### config.mk
export PLATFORM = sky130hd
export DESIGN_NAME = dpt_dirty_tracker
export DESIGN_NICKNAME = d
export VERILOG_FILES = /design/src/rtl/dpt_pkg.sv /design/src/rtl/dpt_page_map.sv /design/src/rtl/dpt_flag_array.sv /design/src/rtl/dpt_line_check.sv /design/src/rtl/dpt_span_track.sv /design/src/rtl/dpt_dirty_tracker.sv
export SDC_FILE = /design/constraint.sdc
export NUM_CORES = 1
export LEC_CHECK = 0
export BUFFER_PORTS_ARGS = -buffer_cell sky130_fd_sc_hd__buf_2
export CELL_PAD_IN_SITES_DETAIL_PLACEMENT = 1
export CELL_PAD_IN_SITES_GLOBAL_PLACEMENT = 2
export CORE_MARGIN = 3
export CORE_UTILIZATION = 37
export CTS_CLUSTER_DIAMETER = 80
export DETAILED_ROUTE_END_ITERATION = 12
export GPL_TIMING_DRIVEN = 0
export PLACE_DENSITY = 0.81
export SLEW_MARGIN = 20
export SYNTH_ARGS = -nofsm -noshare
export SYNTH_HDL_FRONTEND = slang
export SYNTH_SLANG_ARGS = --single-unit
### constraint.sdc
create_clock -name clk -period 6.8 [get_ports clk]
set_input_delay 0.68 -clock clk [delete_from_list [all_inputs] [get_ports clk]]
set_output_delay 0.68 -clock clk [all_outputs]
set_load 0.01 [all_outputs]
### src/rtl/dpt_pkg.sv
// Package: shared constants for the dirty-page tracker.
// Assumes pages are a fixed 4096 bytes and that planar addresses are
// scaled by four (one byte per plane) to form byte addresses.
package dpt_pkg;
    localparam int unsigned PAGE_SHIFT  = 12;
    localparam int unsigned PLANE_SHIFT = 2;
endpackage

### src/rtl/dpt_page_map.sv
// Module: dpt_page_map
// Turns a marked write address into a page index. In planar mode the
// address is plane-relative and is scaled by four before the page bits
// are taken. Assumes ADDR_W > PAGE_SHIFT + PLANE_SHIFT.
module dpt_page_map
    import dpt_pkg::*;
#(
    parameter int unsigned ADDR_W = 18,
    localparam int unsigned PG_W  = ADDR_W - PAGE_SHIFT
) (
    input  logic              planar,
    input  logic [ADDR_W-1:0] addr,
    output logic [PG_W-1:0]   page
);
    logic [ADDR_W-1:0] byte_addr;

    // Pick the byte address: direct or plane-relative times four.
    always_comb begin
        if (planar)
            byte_addr = {addr[ADDR_W-PLANE_SHIFT-1:0], {PLANE_SHIFT{1'b0}}};
        else
            byte_addr = addr;
    end

    assign page = byte_addr[ADDR_W-1:PAGE_SHIFT];
endmodule

### src/rtl/dpt_flag_array.sv
// Module: dpt_flag_array
// One flag per page. A set request targets a single page. A clear request
// covers the inclusive range [clr_lo, clr_hi]. A set beats a clear on the
// same page. Assumes clr_lo <= clr_hi whenever clr_en is high.
module dpt_flag_array #(
    parameter int unsigned NPAGE = 64,
    localparam int unsigned PG_W = $clog2(NPAGE)
) (
    input  logic             clk,
    input  logic             rst_n,
    input  logic             set_en,
    input  logic [PG_W-1:0]  set_page,
    input  logic             clr_en,
    input  logic [PG_W-1:0]  clr_lo,
    input  logic [PG_W-1:0]  clr_hi,
    output logic [NPAGE-1:0] flags
);
    for (genvar i = 0; i < NPAGE; i++) begin : g_page
        logic set_hit;
        logic clr_hit;
        assign set_hit = set_en && (set_page == PG_W'(i));
        assign clr_hit = clr_en && (PG_W'(i) >= clr_lo) && (PG_W'(i) <= clr_hi);

        // Update one page flag; a set takes priority over a clear.
        always_ff @(posedge clk) begin
            if (!rst_n)       flags[i] <= 1'b0;
            else if (set_hit) flags[i] <= 1'b1;
            else if (clr_hit) flags[i] <= 1'b0;
        end
    end

    // a set page reads as dirty in the next cycle, clear or not.
    a_r10_set_wins: assert property (@(posedge clk) disable iff (!rst_n)
        set_en |=> flags[$past(set_page)]);

    // the bottom page of a cleared range is clean afterwards unless it was set.
    a_r8_clear_lo: assert property (@(posedge clk) disable iff (!rst_n)
        (clr_en && !(set_en && set_page == clr_lo)) |=> !flags[$past(clr_lo)]);

    // with no request, no flag moves.
    a_r9_idle_stable: assert property (@(posedge clk) disable iff (!rst_n)
        (!set_en && !clr_en) |=> $stable(flags));
endmodule

### src/rtl/dpt_line_check.sv
// Module: dpt_line_check
// Combinational redraw test for one scan line. It tests the first page,
// the last page and, for lines that reach two or more pages past the
// first, the page right after the first. Assumes len >= 1 and that the
// line ends inside memory, so last >= first.
module dpt_line_check
    import dpt_pkg::*;
#(
    parameter int unsigned ADDR_W = 18,
    localparam int unsigned PG_W  = ADDR_W - PAGE_SHIFT,
    localparam int unsigned NPAGE = 1 << PG_W
) (
    input  logic [NPAGE-1:0] flags,
    input  logic [ADDR_W-1:0] start,
    input  logic [ADDR_W:0]   len,
    input  logic              force_upd,
    output logic [PG_W-1:0]   first_pg,
    output logic [PG_W-1:0]   last_pg,
    output logic              redraw
);
    logic [ADDR_W:0]   end_addr;
    logic [PG_W-1:0]   next_pg;
    logic [PG_W-1:0]   span;
    logic              wide;

    // Locate the first, last and second page of the line.
    always_comb begin
        end_addr = {1'b0, start} + len - 1'b1;
        first_pg = start[ADDR_W-1:PAGE_SHIFT];
        last_pg  = end_addr[ADDR_W-1:PAGE_SHIFT];
        next_pg  = first_pg + 1'b1;
        span     = last_pg - first_pg;
        wide     = span > PG_W'(1);
    end

    // Combine the page tests with the forced update.
    always_comb begin
        redraw = force_upd || flags[first_pg] || flags[last_pg]
                 || (wide && flags[next_pg]);
    end
endmodule

### src/rtl/dpt_span_track.sv
// Module: dpt_span_track
// Keeps the smallest first page and largest last page of the lines that
// needed a redraw in the current frame. A frame end hands the span out for
// clearing and restarts it. A redraw in that same cycle opens the new span.
module dpt_span_track #(
    parameter int unsigned PG_W = 6
) (
    input  logic            clk,
    input  logic            rst_n,
    input  logic            hit,
    input  logic [PG_W-1:0] hit_first,
    input  logic [PG_W-1:0] hit_last,
    input  logic            frame_end,
    output logic            span_vld,
    output logic [PG_W-1:0] span_lo,
    output logic [PG_W-1:0] span_hi
);
    // Grow the span on each redraw line; restart it at frame end.
    always_ff @(posedge clk) begin
        if (!rst_n) begin
            span_vld <= 1'b0;
            span_lo  <= '0;
            span_hi  <= '0;
        end else if (hit && (frame_end || !span_vld)) begin
            span_vld <= 1'b1;
            span_lo  <= hit_first;
            span_hi  <= hit_last;
        end else if (frame_end) begin
            span_vld <= 1'b0;
        end else if (hit) begin
            if (hit_first < span_lo) span_lo <= hit_first;
            if (hit_last  > span_hi) span_hi <= hit_last;
        end
    end

    // a held span is never inverted.
    a_r8_span_order: assert property (@(posedge clk) disable iff (!rst_n)
        span_vld |-> (span_lo <= span_hi));

    // a frame end without a redraw line leaves no span behind.
    a_r9_span_drop: assert property (@(posedge clk) disable iff (!rst_n)
        (frame_end && !hit) |=> !span_vld);
endmodule

### src/rtl/dpt_dirty_tracker.sv
// Module: dpt_dirty_tracker (top)
// Dirty-page tracker for video memory of 2**ADDR_W bytes in 4096-byte
// pages. Marks set page flags, line queries are answered one cycle later,
// and frame end clears the span of pages used by redrawn lines.
// Assumes every query has len >= 1 and ends inside memory.
module dpt_dirty_tracker
    import dpt_pkg::*;
#(
    parameter int unsigned ADDR_W = 18
) (
    input  logic              clk,
    input  logic              rst_n,
    input  logic              mark_valid,
    input  logic              mark_planar,
    input  logic [ADDR_W-1:0] mark_addr,
    input  logic              qry_valid,
    input  logic [ADDR_W-1:0] qry_start,
    input  logic [ADDR_W:0]   qry_len,
    input  logic              qry_force,
    input  logic              frame_end,
    output logic              rsp_valid,
    output logic              rsp_redraw
);
    localparam int unsigned PG_W  = ADDR_W - PAGE_SHIFT;
    localparam int unsigned NPAGE = 1 << PG_W;
    localparam logic [ADDR_W+1:0] MEM_BYTES = (ADDR_W+2)'(1) << ADDR_W;

    logic [PG_W-1:0]  mark_page;
    logic [NPAGE-1:0] flags;
    logic [PG_W-1:0]  first_pg;
    logic [PG_W-1:0]  last_pg;
    logic             line_redraw;
    logic             span_vld;
    logic [PG_W-1:0]  span_lo;
    logic [PG_W-1:0]  span_hi;

    dpt_page_map #(.ADDR_W(ADDR_W)) u_map (
        .planar (mark_planar),
        .addr   (mark_addr),
        .page   (mark_page)
    );

    dpt_flag_array #(.NPAGE(NPAGE)) u_flags (
        .clk      (clk),
        .rst_n    (rst_n),
        .set_en   (mark_valid),
        .set_page (mark_page),
        .clr_en   (frame_end && span_vld),
        .clr_lo   (span_lo),
        .clr_hi   (span_hi),
        .flags    (flags)
    );

    dpt_line_check #(.ADDR_W(ADDR_W)) u_line (
        .flags     (flags),
        .start     (qry_start),
        .len       (qry_len),
        .force_upd (qry_force),
        .first_pg  (first_pg),
        .last_pg   (last_pg),
        .redraw    (line_redraw)
    );

    dpt_span_track #(.PG_W(PG_W)) u_span (
        .clk       (clk),
        .rst_n     (rst_n),
        .hit       (qry_valid && line_redraw),
        .hit_first (first_pg),
        .hit_last  (last_pg),
        .frame_end (frame_end),
        .span_vld  (span_vld),
        .span_lo   (span_lo),
        .span_hi   (span_hi)
    );

    // Register the query answer for the following cycle.
    always_ff @(posedge clk) begin
        if (!rst_n) begin
            rsp_valid  <= 1'b0;
            rsp_redraw <= 1'b0;
        end else begin
            rsp_valid  <= qry_valid;
            rsp_redraw <= qry_valid && line_redraw;
        end
    end

    // an answer follows each query, and only a query.
    a_r4_rsp_follows: assert property (@(posedge clk) disable iff (!rst_n)
        qry_valid |=> rsp_valid);
    a_r4_no_stray_rsp: assert property (@(posedge clk) disable iff (!rst_n)
        !qry_valid |=> !rsp_valid);

    // a forced query always answers redraw.
    a_r5_force: assert property (@(posedge clk) disable iff (!rst_n)
        (qry_valid && qry_force) |=> rsp_redraw);

    // input assumption; the line is non-empty and ends inside memory.
    a_r6_line_inside: assert property (@(posedge clk) disable iff (!rst_n)
        qry_valid |-> (qry_len != '0) &&
                      (({1'b0, qry_start} + {1'b0, qry_len}) <= MEM_BYTES));
endmodule

Word level (Yosys, flattened, before mapping) --
Index checks and enable logic that the tools add are counted.
Storage, ports and cells: bits in registers 79, output and inout bits 2, input bits 62
Cells by class: add/sub/neg operators 4, mux-type cells 145, reduce and logical (&&, ||, !) cells 272, $lt $le $gt $ge 134, eq/ne operators 64
Operators with widths (number):
- $logic_and 1x1->1 | 196
- $eq 6x6->1 const B | 32
- $ge 6x6->1 const A | 32
- $le 6x6->1 const A | 32
- $reduce_bool 2->1 | 68
- $mux 1 | 133
- $eq 6x5->1 const B | 16
- $ge 5x6->1 const A | 16
- $le 5x6->1 const A | 16
- $eq 6x4->1 const B | 8
- $ge 4x6->1 const A | 8
- $le 4x6->1 const A | 8
- $mux 6 | 8
- $eq 6x3->1 const B | 4
- $ge 3x6->1 const A | 4
- $le 3x6->1 const A | 4
- $lt 6x7->1 const B | 3
- $add 18x18->18 | 1
- $bmux 1 s6 | 3
- $mux 18 | 1
- $sub 18x1->18 const B | 1
- $eq 6x2->1 const B | 2
- $ge 1x6->1 const A | 2
- $ge 2x6->1 const A | 2
- 13 further kinds | 19

Longest topological paths before layout --
Gate-level depths: netlist of the first run.
word-level depth 10, gate-level depth with buffers 27, gate-level depth less buffers 24

Modules after synthesis --
From an unflattened synthesis of the first run, not the netlist that was laid out.
Unflattened totals: cells, all modules 816, area, all modules 7149.4 um^2
Modules (own cells, without submodules):
- dpt_flag_array | instances 1, cells each 446, seq. area each 1281.2 um^2, area each 3382.0 um^2
- dpt_line_check | instances 1, cells each 261, seq. area each 0.0 um^2, area each 2741.4 um^2
- dpt_span_track | instances 1, cells each 96, seq. area each 260.2 um^2, area each 859.6 um^2
- dpt_page_map | instances 1, cells each 7, seq. area each 0.0 um^2, area each 101.3 um^2
- dpt_dirty_tracker | instances 1, cells each 6, seq. area each 40.0 um^2, area each 65.1 um^2

Least setup slack after synthesis of the first run --
No wires, ideal clock.
path type input -> register, start input qry_start[12], end register u_span.span_hi[1], required time 6.680 ns, slack 0.470 ns, setup time 0.120 ns, stages 26, path buffers 4, arrival 6.210 ns, cells stage by stage buf_4 > buf_6 > buf_1 > inv_1 > ha_1 > inv_1 > ha_1 > a21oi_1 > o21ai_0 > a31oi_1 > a21boi_0 > or2_2 > inv_1 > clkbuf_1 > ha_1 > nor2b_1 > o21ai_0 > nor3b_1 > nor2_1 > or3_1 > or4_1 > a311o_1 > a211o_1 > o311a_1 > nand3_1 > a21boi_1
Between the ends: cells in the longest elaborated chain, start to end 10, elaborated cells between the ends (all ways) 26
RTL lines:
- start, declared | RTL line dpt_dirty_tracker.sv:17 | input logic [ADDR_W-1:0] qry_start,
- $add 18x18->18 * | RTL line dpt_line_check.sv:28 | end_addr = {1'b0, start} + len - 1'b1;
- $sub 18x1->18 * | RTL line dpt_line_check.sv:28
- named net last_pg[1] | RTL line dpt_dirty_tracker.sv:31 | logic [PG_W-1:0] last_pg;
- $sub 6x6->6 or $bmux 1 s6 (tied branches) | RTL line dpt_line_check.sv:32, dpt_line_check.sv:38
- $gt 6x1->1 or $mux 1 (tied branches) | RTL line dpt_line_check.sv:33, dpt_line_check.sv:38
- $logic_and 1x1->1 or $logic_or 1x1->1 (tied branches) | RTL line dpt_line_check.sv:39, dpt_line_check.sv:38
- $logic_or 1x1->1 | RTL line dpt_line_check.sv:39 | || (wide && flags[next_pg]);
- $logic_and 1x1->1 | RTL line dpt_dirty_tracker.sv:67 | .hit (qry_valid && line_redraw),
- $logic_and 1x1->1 | RTL line dpt_span_track.sv:24 | end else if (hit && (frame_end || !span_vld)) begin
- $ne 2x1->1 (no line) or $reduce_bool 2->1 (tied branches)
- $reduce_and 3->1 (no line)
- end signal, assigned | RTL line dpt_span_track.sv:27 | span_hi <= hit_last;
- end signal, assigned | RTL line dpt_span_track.sv:32 | if (hit_last > span_hi) span_hi <= hit_last;
- end, declared | RTL line dpt_span_track.sv:16 | output logic [PG_W-1:0] span_hi
The timed path passes the listed nets; every way through them passes the cells marked *. The select of a mux whose other input is x is not followed. A chain may end at the register's enable or synchronous reset.

Worst setup path in the final report of the first run --
start input qry_start[12], end register u_span.span_hi[4]
Between the ends: cells in the longest elaborated chain, start to end 10, elaborated cells between the ends (all ways) 26
RTL lines (RTL line):
- $add 18x18->18 | dpt_line_check.sv:28
- $sub 18x1->18 | dpt_line_check.sv:28
- $sub 6x6->6 or $bmux 1 s6 (tied branches) | dpt_line_check.sv:32, dpt_line_check.sv:38
- $gt 6x1->1 or $mux 1 (tied branches) | dpt_line_check.sv:33, dpt_line_check.sv:38
- $logic_and 1x1->1 or $logic_or 1x1->1 (tied branches) | dpt_line_check.sv:39, dpt_line_check.sv:38
- $logic_or 1x1->1 | dpt_line_check.sv:39
- $logic_and 1x1->1 | dpt_dirty_tracker.sv:67
- $logic_and 1x1->1 | dpt_span_track.sv:24
- $ne 2x1->1 (no line) or $reduce_bool 2->1 (tied branches)
- $reduce_and 3->1 (no line)
Several ways; a longest one is shown, not always the timed one. The select of a mux whose other input is x is not followed.

==> metrics.cfg, run 1 <==
[power]
power_switching_w=0.000834
power.density_mw_per_mm2=222
swShare=0.441
sequentialPowerShare=0.263
p_int_w=0.00106
finalPower_w=0.00189
p_clk_frac=0.275
vdd_drop_max_mv=0.130
p_leak_nw=3.18
combPwrFrac=0.462

[min_path]
hold_path_class=flop to flop

[floorplan]
die-area_sq_mm=0.0223
initial_utilization=0.383
core_area_sq_mm=0.0198
die_y_um=149
die_w_um=149
placementRows=51
ios=64

[layout]
n_fill_cell=2475
fin_cells=1306
nets=1146
layout-drive-gt1-share=0.146
multi_input_area_sq_mm=0.00544
stdcell_area_sq_mm=0.00854
regArea_sq_mm=0.00158
area_growth_pct=12.3
fin_util=0.430

[yosys]
synthAdderAreaFrac=0.0816
ys_ff_latch=79
synth-xor-area-share=0.0104
synth_mux_area_frac=0.150
syn_area_sq_mm=0.00760
synth_top_family_by_area=compound AO/OA/AOI/OAI gates
yosysMostFrequentCell=nand2_1
synthTopCellsByArea=dfxtp_1 (21%), mux4_2 (12%), ha_1 (7.9%)
synth_edf_count=0
syn_area_per_cell_sq_um=7.80
syn_inst=974
ys_async_sr_fraction=0
synth_top_area_frac=0.208
synth_compound_area_frac=0.257
synthFlopType=dfxtp_1
synth_fp_nets=1085
yosys-top-cells-count=nand2_1 (110), o21ai_0 (90), inv_1 (84)
yosysWarnings=0
synth_top_area_cell=dfxtp_1
synthSimpleGateAreaFrac=0.215
ys_seq_area_frac=0.208
ys_types=68

[run]
drv_cap=0

[grt]
first_global_vias=7738
antenna_found_initial=1
grt_max_degree=20
globalRouteTotalUtil=0.292
grt_remaining_overflow=0
grt_pass1_wl_mm=48.9

[worst_setup_path]
worstSetupStartpointType=input pin
critPathArrivalTime_ps=6630
cp.required_ps=7080
cp_max_fo=19
crit_path_end_kind=flop
critPathKind=input pin to flop

[drt]
ant_nets=0
vias=8180
remaining_drc_errors=0
detail_route.wl_per_cell_um=24.9
first_pass_iters=7
wl_mm=32.6
viasPerCell=6.26
drtIter0Drc=771

[sta]
post-route-worst-setup-slack_ps=452
finalCritPeriodShare=0.933
finalHoldViolations=0
max_slew_margin=0.361
drv_slew=0
rsz0062_at_grt=no
skew_ps=9.94
period_minus_slack_ps=6350
setup_viol=0
worst_slew_pin_slew_ps=947
clock.fmax_ghz=0.158

[clocking]
cts_tree=yes
cts_hold_buf=0
cts_buffers=9
clk_latency_ps=350
clock_path_buffers=2
htree_levels=3
clkTransAtPathRegs_ps=70
clockRootBuffer=clkbuf_16
clock-sinks=79

[placement]
io_buffers=50
gp_congestion=0.950
hpwl_mm=26.5
preCtsSetupSlack_ps=-1460
dpl_cell_area_sq_mm=0.00819
place_inst=1289

[run_status]
outcome=finished clean

[cell usage in the layout, fill, tap and decap left out, types with 11 or more instances in the layout]
master	n
o31ai_1	14
nand3_1	24
a21boi_0	14
ha_1	48
o21ai_0	90
nand2_1	110
a22oi_1	32
nor2b_1	39
a21oi_1	43
o211ai_1	11
nor3_1	22
mux4_2	42
and2_1	29
buf_2	55
nor2_1	64
inv_1	82
clkbuf_1	37
dfxtp_1	79
and3_1	11
a31oi_1	13
mux2i_1	13
[critical path, cell delays in order]
cell	delay, ps
buf_2	110
buf_4	230
buf_6	260
inv_1	180
ha_1	310
inv_1	40
ha_1	370
or3_1	390
buf_2	190
and2_1	180
buf_6	140
clkinv_4	130
ha_1	190
inv_1	60
fa_1	380
or2_2	300
a21o_1	190
or3_1	350
or4_1	470
a311o_1	410
a211o_1	350
o311ai_4	390
o21ai_0	140
a21boi_1	160
[metal layers]
metal	GRT usage	wire, um	vias to the layer above	share of wire
li1	-	-	3684	-
met1	0.415	14300	4049	0.44
met2	0.435	13900	374	0.43
met3	0.0653	3140	73	0.096
met4	0.104	1140	0	0.035
met5	0	0	-	0
[layout make-up]
cell class / instances / area share
Timing Repair Buffer: 56 / 0.0346
Tap cell: 265 / 0.0388
Buffer: 48 / 0.0258
Inverter: 91 / 0.0419
Sequential cell: 79 / 0.185
Multi-Input combinational cell: 750 / 0.637
Antenna cell: 1 / 0.000293
Clock buffer: 9 / 0.0264
Clock inverter: 7 / 0.00997
[worst paths after layout]
check / from / end / slack, ps / depth (start not counted)
worst max-delay path: qry_start[12] / u_span.span_hi[4] / 450 / 24
worst min-delay path: u_flags.flags[49] / u_flags.flags[49] / 540 / 2
worst max register to register: u_flags.flags[46] / u_span.span_hi[4] / 3410 / 8
worst min register to register: u_flags.flags[49] / u_flags.flags[49] / 540 / 2
[state kept, by name (all words and copies together) (netlist names)]
register and count:
u_span.span_lo 6, u_span.span_hi 6, u_flags.flags 64, rsp_valid 1, rsp_redraw 1, u_span.span_vld 1
[timing repair]
| action | CTS | global route |
|---|---|---|
| pin swaps | 0 | 0 |
| endpoints found under the setup margin | 14 | 14 |
| gates resized for setup | 1 | 2 |
| setup buffers | 0 | 6 |
| hold endpoints to repair | 0 | 0 |
[kinds of logic (layout without fill, tap and decap cells)]
family | Yosys count | after routing
AOI/OAI and AO/OA | 295 | 295
xor gates and xnor gates | 9 | 9
adders and majority gates | 49 | 49
buffers and inverters | 145 | 211
DFF | 79 | 79
muxes | 61 | 61
other | 0 | 1
and+or+nand+nor | 336 | 336
[through the flow]
| step | hold WS (ps) | setup TNS, ps |
|---|---|---|
| after floorplan | 471 | 0 |
| after global placement | 512 | -20520 |
| after detailed placement | 528 | -20190 |
| after CTS | 537 | 0 |
| after global routing | 568 | 0 |
| final | 543 | 0 |
[power by group through the flow]
stage               logic (W)  clock network [W]  registers (W)
finish               0.000874           0.000521       0.000497
global placement     0.000834                  0       0.000506
detailed placement   0.000838                  0       0.000507
CTS                  0.000839           0.000525       0.000496
global route         0.000943           0.000549       0.000499
floorplan            0.000561                  0       0.000502
(Power assumes the default switching activity.)
==> run 2: changes to the inputs <==
--- a/config.mk
+++ b/config.mk
@@ -9,11 +9,12 @@
 export CELL_PAD_IN_SITES_DETAIL_PLACEMENT = 1
 export CELL_PAD_IN_SITES_GLOBAL_PLACEMENT = 2
 export CORE_MARGIN = 3
-export CORE_UTILIZATION = 37
+export CORE_UTILIZATION = 33
 export CTS_CLUSTER_DIAMETER = 80
 export DETAILED_ROUTE_END_ITERATION = 12
 export GPL_TIMING_DRIVEN = 0
-export PLACE_DENSITY = 0.81
+export PLACE_DENSITY = 0.76
+export SETUP_SLACK_MARGIN = 0.2
 export SLEW_MARGIN = 20
 export SYNTH_ARGS = -nofsm -noshare
 export SYNTH_HDL_FRONTEND = slang
==> constraint.sdc (replaced) <==
create_clock -name clk -period 5.3 [get_ports clk]
set_input_delay 0.53 -clock clk [delete_from_list [all_inputs] [get_ports clk]]
set_output_delay 0.53 -clock clk [all_outputs]
set_load 0.01 [all_outputs]
==> metrics.cfg, run 2 (synthesized netlist as in run 1, its figures left out) <==
[run_status]
outcome=finished, violations left  ; was finished clean
violations=negative setup slack

[clocking]
htree_levels=3  ; unchanged
clock-sinks=79  ; unchanged
clock_path_buffers=2  ; unchanged
clkTransAtPathRegs_ps=60  ; was 70 ps
cts_buffers=9  ; unchanged
cts_tree=yes  ; unchanged
clockRootBuffer=clkbuf_16  ; unchanged
clk_latency_ps=350  ; about the same

[placement]
dpl_cell_area_sq_mm=0.00850  ; was 0.00819 sq mm
preCtsSetupSlack_ps=-1580  ; was -1460 ps
gp_congestion=0.997  ; was 0.950
hpwl_mm=26.9  ; was 26.5 mm
place_inst=1304  ; was 1289
io_buffers=50  ; unchanged

[drt]
wl_mm=34.8  ; was 32.6 mm
viasPerCell=6.16  ; was 6.26
ant_nets=0  ; unchanged
wl_met2_mm=16.3  ; was 13.9 mm
vias=8501  ; was 8180
top_layer=met4  ; unchanged
remaining_drc_errors=0  ; unchanged
wl_met1_mm=14.6  ; was 14.3 mm
drtIter0Drc=810  ; was 771
first_pass_iters=6  ; was 7
detail_route.wl_per_cell_um=25.2  ; was 24.9 um
dr_wl_met3_mm=2.12  ; was 3.14 mm

[worst_setup_path]
cp_max_fo=7  ; was 19
crit_path_end_kind=flop  ; unchanged
slowest_stage=or4_4  ; was or4_1
critPathKind=input pin to flop  ; unchanged
critPathArrivalTime_ps=5860  ; was 6630 ps
cp.required_ps=5560  ; was 7080 ps
r2r_cells=9  ; was 8
worstSetupStartpointType=input pin  ; unchanged
slowest_delay_ps=480  ; was 470 ps

[layout]
stdcell_area_sq_mm=0.00980  ; was 0.00854 sq mm
largest_reg_flops=64  ; unchanged
fin_cells=1380  ; was 1306
final_common_cell=nand2_1  ; unchanged
final_cell_mix=nand2_1 (108), dfxtp_1 (79), o21ai_0 (77)  ; was nand2_1 (110), o21ai_0 (90), inv_1 (82)
antennaDiodeCount=0  ; was 1
nets=1206  ; was 1146
area_growth_pct=28.9  ; was 12.3%
n_fill_cell=2670  ; was 2475
layout-drive-gt1-share=0.280  ; was 0.146
top_regs=u_flags.flags (64), u_span.span_hi (6), u_span.span_lo (6)  ; unchanged
top_register=u_flags.flags  ; unchanged

[run]
drv_cap=0  ; unchanged

[min_path]
hold_path_class=input pin to flop  ; was flop to flop
hold_depth=2  ; unchanged

[power]
p_leak_nw=3.58  ; was 3.18 nW
power.density_mw_per_mm2=288  ; was 222 mW/mm^2
vdd_drop_max_mv=0.176  ; was 0.130 mV

[sta]
max_slew_margin=0.430  ; was 0.361
skew_ps=4.91  ; was 9.94 ps
drv_slew=0  ; unchanged
worst_slew_pin_slew_ps=851  ; was 947 ps
post-route-worst-setup-slack_ps=-296  ; was 452 ps
setup_viol=14  ; was 0
period_minus_slack_ps=5600
rsz0062_at_grt=yes  ; was no
finalCritPeriodShare=1.06
clock.fmax_ghz=0.179
finalHoldViolations=0  ; unchanged

[floorplan]
placementRows=54  ; was 51
die_w_um=158  ; was 149 um
core_area_sq_mm=0.0222  ; was 0.0198 sq mm
initial_utilization=0.342  ; was 0.383
die_y_um=158  ; was 149 um
ios=64  ; unchanged
die-area_sq_mm=0.0249  ; was 0.0223 sq mm

[grt]
first_global_vias=8470  ; was 7738
grt_pass1_wl_mm=52.6  ; was 48.9 mm
antenna_found_initial=0  ; was 1
grt_remaining_overflow=0  ; unchanged
globalRouteTotalUtil=0.280  ; was 0.292
grt_max_degree=15  ; was 20

## run 2: cell type report
cell class	instances	area, sq um	area share
buffer	54	370	0.0378
tap	280	350	0.0358
multi-input combinational	750	6020	0.615
clock inverter	7	95.1	0.00971
timing repair buffer	110	767	0.0783
inverter	91	382	0.0390
sequential	79	1580	0.161
clock buffer	9	225	0.0230
## run 2: stage by stage
step,hold WS [ps],total power [W],setup TNS (ps),utilization
finish,494,0.00282,-3430,0.441
global placement,513,0.00178,-20510,0.383
CTS,476,0.00271,-1800,0.431
global route,501,0.00296,-5400,0.441
detailed placement,518,0.00179,-21240,0.383
floorplan,471,0.00141,-403,-
## run 2: final timing paths
path                     startpoint                end  slack, ps
setup / recovery      qry_start[12]  u_span.span_lo[3]       -300
hold / removal            qry_valid          rsp_valid        490
setup reg to reg  u_flags.flags[46]  u_span.span_lo[3]       1780
hold reg to reg   u_flags.flags[29]  u_flags.flags[29]        530
## run 2: repair_timing
| item | 4_1_cts | 5_1_grt |
|---|---|---|
| hold buffers | 0 | 0 |
| resized for setup | 81 | 36 |
| endpoints found under the setup margin | 14 | 14 |
| gates cloned | 0 | 0 |
| hold endpoints to repair | 0 | 0 |
| buffers inserted | 51 | 9 |
| pin swaps | 45 | 26 |
## run 2: critical path: cells and delay by family
family	cells	cell delay [ps]
AOI/OAI and AO/OA	5	1180
adders and majority gates	3	840
buffers and inverters	10	940
muxes	1	220
and+or+nand+nor	10	2120
## run 2: metal layers
layer / up-vias / track usage
met5: - / 0
met4: 0 / 0.123
met3: 103 / 0.0323
met2: 403 / 0.467
met1: 4194 / 0.368
li1: 3801 / -
## run 2: where the power goes
group          switching [W]  total [W]  internal [W]
clock network       0.000269   0.000683      0.000414
logic               0.000891    0.00150      0.000608
registers          0.0000213   0.000639      0.000618
total                0.00118    0.00282       0.00164
==> run 3: changes to the inputs <==
--- a/config.mk
+++ b/config.mk
@@ -9,12 +9,13 @@
 export CELL_PAD_IN_SITES_DETAIL_PLACEMENT = 1
 export CELL_PAD_IN_SITES_GLOBAL_PLACEMENT = 2
 export CORE_MARGIN = 3
-export CORE_UTILIZATION = 33
+export CORE_UTILIZATION = 37
 export CTS_CLUSTER_DIAMETER = 80
 export DETAILED_ROUTE_END_ITERATION = 12
 export GPL_TIMING_DRIVEN = 0
-export PLACE_DENSITY = 0.76
+export PLACE_DENSITY = 0.81
 export SETUP_SLACK_MARGIN = 0.2
+export SKIP_LAST_GASP = 1
 export SLEW_MARGIN = 20
 export SYNTH_ARGS = -nofsm -noshare
 export SYNTH_HDL_FRONTEND = slang
==> constraint.sdc (replaced) <==
create_clock -name clk -period 6.3 [get_ports clk]
set_input_delay 0.63 -clock clk [delete_from_list [all_inputs] [get_ports clk]]
set_output_delay 0.63 -clock clk [all_outputs]
set_load 0.01 [all_outputs]
==> metrics.cfg, run 3 (synthesized netlist as in run 1, its figures left out) <==
[layout]
final_common_cell=nand2_1  ; unchanged
largest_reg_flops=64  ; unchanged
area_growth_pct=16.5  ; was 28.9%
antennaDiodeCount=0  ; unchanged
layout-drive-gt1-share=0.177  ; was 0.280
top_register=u_flags.flags  ; unchanged
fin_cells=1321  ; was 1380
top_regs=u_flags.flags (64), u_span.span_hi (6), u_span.span_lo (6)  ; unchanged
nets=1162  ; was 1206
n_fill_cell=2437  ; was 2670
final_cell_mix=nand2_1 (110), inv_1 (80), dfxtp_1 (79)  ; was nand2_1 (108), dfxtp_1 (79), o21ai_0 (77)
multi_input_area_sq_mm=0.00556  ; was 0.00602 sq mm
regArea_sq_mm=0.00158  ; unchanged

[grt]
grt_pass1_wl_mm=50.0  ; was 52.6 mm
grt_max_degree=20  ; was 15
antenna_found_initial=0  ; unchanged
first_global_vias=8025  ; was 8470
globalRouteTotalUtil=0.297  ; was 0.280
grt_remaining_overflow=0  ; unchanged

[placement]
hpwl_mm=26.8  ; was 26.9 mm
place_inst=1289  ; was 1304
gp_congestion=0.967  ; was 0.997
io_buffers=50  ; unchanged

[drt]
first_pass_iters=5  ; was 6
vias=8260  ; was 8501
wl_mm=33.8  ; was 34.8 mm
detail_route.wl_per_cell_um=25.6  ; was 25.2 um
viasPerCell=6.25  ; was 6.16
drtIter0Drc=975  ; was 810
remaining_drc_errors=0  ; unchanged
ant_nets=0  ; unchanged

[power]
power.density_mw_per_mm2=238  ; was 288 mW/mm^2
finalPower_w=0.00211  ; was 0.00282 W
vdd_drop_max_mv=0.163  ; was 0.176 mV
p_leak_nw=3.30  ; was 3.58 nW

[sta]
finalCritPeriodShare=0.944
rsz0062_at_grt=no  ; was yes
finalHoldViolations=0  ; unchanged
worst_slew_pin_slew_ps=1040  ; was 851 ps
max_slew_margin=0.304  ; was 0.430
setup_tns_ps=0  ; was -3430 ps
period_minus_slack_ps=5950
clock.fmax_ghz=0.168
drv_slew=0  ; unchanged
setup_viol=0  ; was 14
skew_ps=9.81  ; was 4.91 ps

[floorplan]
initial_utilization=0.383  ; was 0.342
core_area_sq_mm=0.0198  ; was 0.0222 sq mm
die-area_sq_mm=0.0223  ; was 0.0249 sq mm
die_y_um=149  ; was 158 um
die_w_um=149  ; was 158 um
ios=64  ; unchanged
placementRows=51  ; was 54

[worst_setup_path]
worstSetupStartpointType=input pin  ; unchanged
cp_max_fo=11  ; was 7
crit_path_end_kind=flop  ; unchanged
cp.required_ps=6580  ; was 5560 ps
critPathKind=input pin to flop  ; unchanged
critPathArrivalTime_ps=6220  ; was 5860 ps
r2r_cells=9  ; unchanged

[clocking]
cts_tree=yes  ; unchanged
htree_levels=3  ; unchanged
clkTransAtPathRegs_ps=70  ; was 60 ps
cts_buffers=9  ; unchanged
clk_latency_ps=350  ; about the same
clock-sinks=79  ; unchanged
clock_path_buffers=2  ; unchanged
cts_hold_buf=0  ; unchanged
clockRootBuffer=clkbuf_16  ; unchanged

[run_status]
outcome=finished clean  ; was finished, violations left

[run]
drv_cap=0  ; unchanged

[min_path]
hold_path_class=flop to flop  ; was input pin to flop
hold_depth=2  ; unchanged

-- run 3: per-stage QoR --
stage | util | worst slack (ps) | cell area (sq um) | hold slack, ps
4_1_cts | 0.434 | 201 | 8620 | 547
3_5_place_dp | 0.413 | -1290 | 8190 | 530
6_report | 0.446 | 353 | 8860 | 553
3_3_place_gp | 0.412 | -1270 | 8190 | 521
5_1_grt | 0.446 | 185 | 8860 | 570
2_1_floorplan | - | 271 | 7600 | 471
-- run 3: final cells by class --
class                      instances  share of cell area
multi-input combinational        750               0.628
sequential                        79               0.179
timing repair buffer              68              0.0442
inverter                          91              0.0401
tap                              265              0.0374
buffer                            52              0.0372
clock buffer                      10              0.0270
clock inverter                     6             0.00763
-- run 3: per-layer routing --
metal	routed length (um)	share of wire	track usage	vias to the layer above
met3	3060	0.091	0.0826	79
met2	15000	0.44	0.462	393
li1	-	-	-	3717
met5	0	0	0	-
met4	1090	0.032	0.107	0
met1	14600	0.43	0.396	4071
-- run 3: worst paths after layout --
| check | from | to | slack [ps] |
|---|---|---|---|
| hold / removal | u_flags.flags[31] | u_flags.flags[31] | 550 |
| setup / recovery | qry_start[10] | u_span.span_hi[2] | 350 |
| hold reg to reg | u_flags.flags[31] | u_flags.flags[31] | 550 |
| setup reg to reg | u_flags.flags[28] | u_span.span_hi[2] | 2910 |
-- run 3: critical path, stage by stage --
cell      delay (ps)
buf_2             70
inv_1             30
ha_1             260
inv_1             40
ha_1             350
and3_4           210
a31o_1           240
or3_4            380
buf_6            150
and2_1           160
buf_6            140
clkinv_4          60
buf_12           140
ha_2             180
inv_1             50
fa_2             330
or2_2            290
a21o_1           190
or3_1            350
or4_4            480
a311o_1          430
a211o_4          380
o311ai_4         230
buf_6            170
o21ai_1           60
a21boi_1         170
-- run 3: where the power goes --
part	internal, W	total, W	switching, W
clock	0.000319	0.000545	0.000226
combinational	0.000353	0.00102	0.000672
sequential	0.000520	0.000537	0.0000169
total	0.00119	0.00211	0.000915
-- run 3: what timing repair did --
| item | 4_1_cts | 5_1_grt |
|---|---|---|
| pin swaps | 3 | 11 |
| gates resized for setup | 26 | 43 |
| setup endpoints to repair | 14 | 14 |
| cloned | 0 | 0 |
| setup buffers | 4 | 14 |
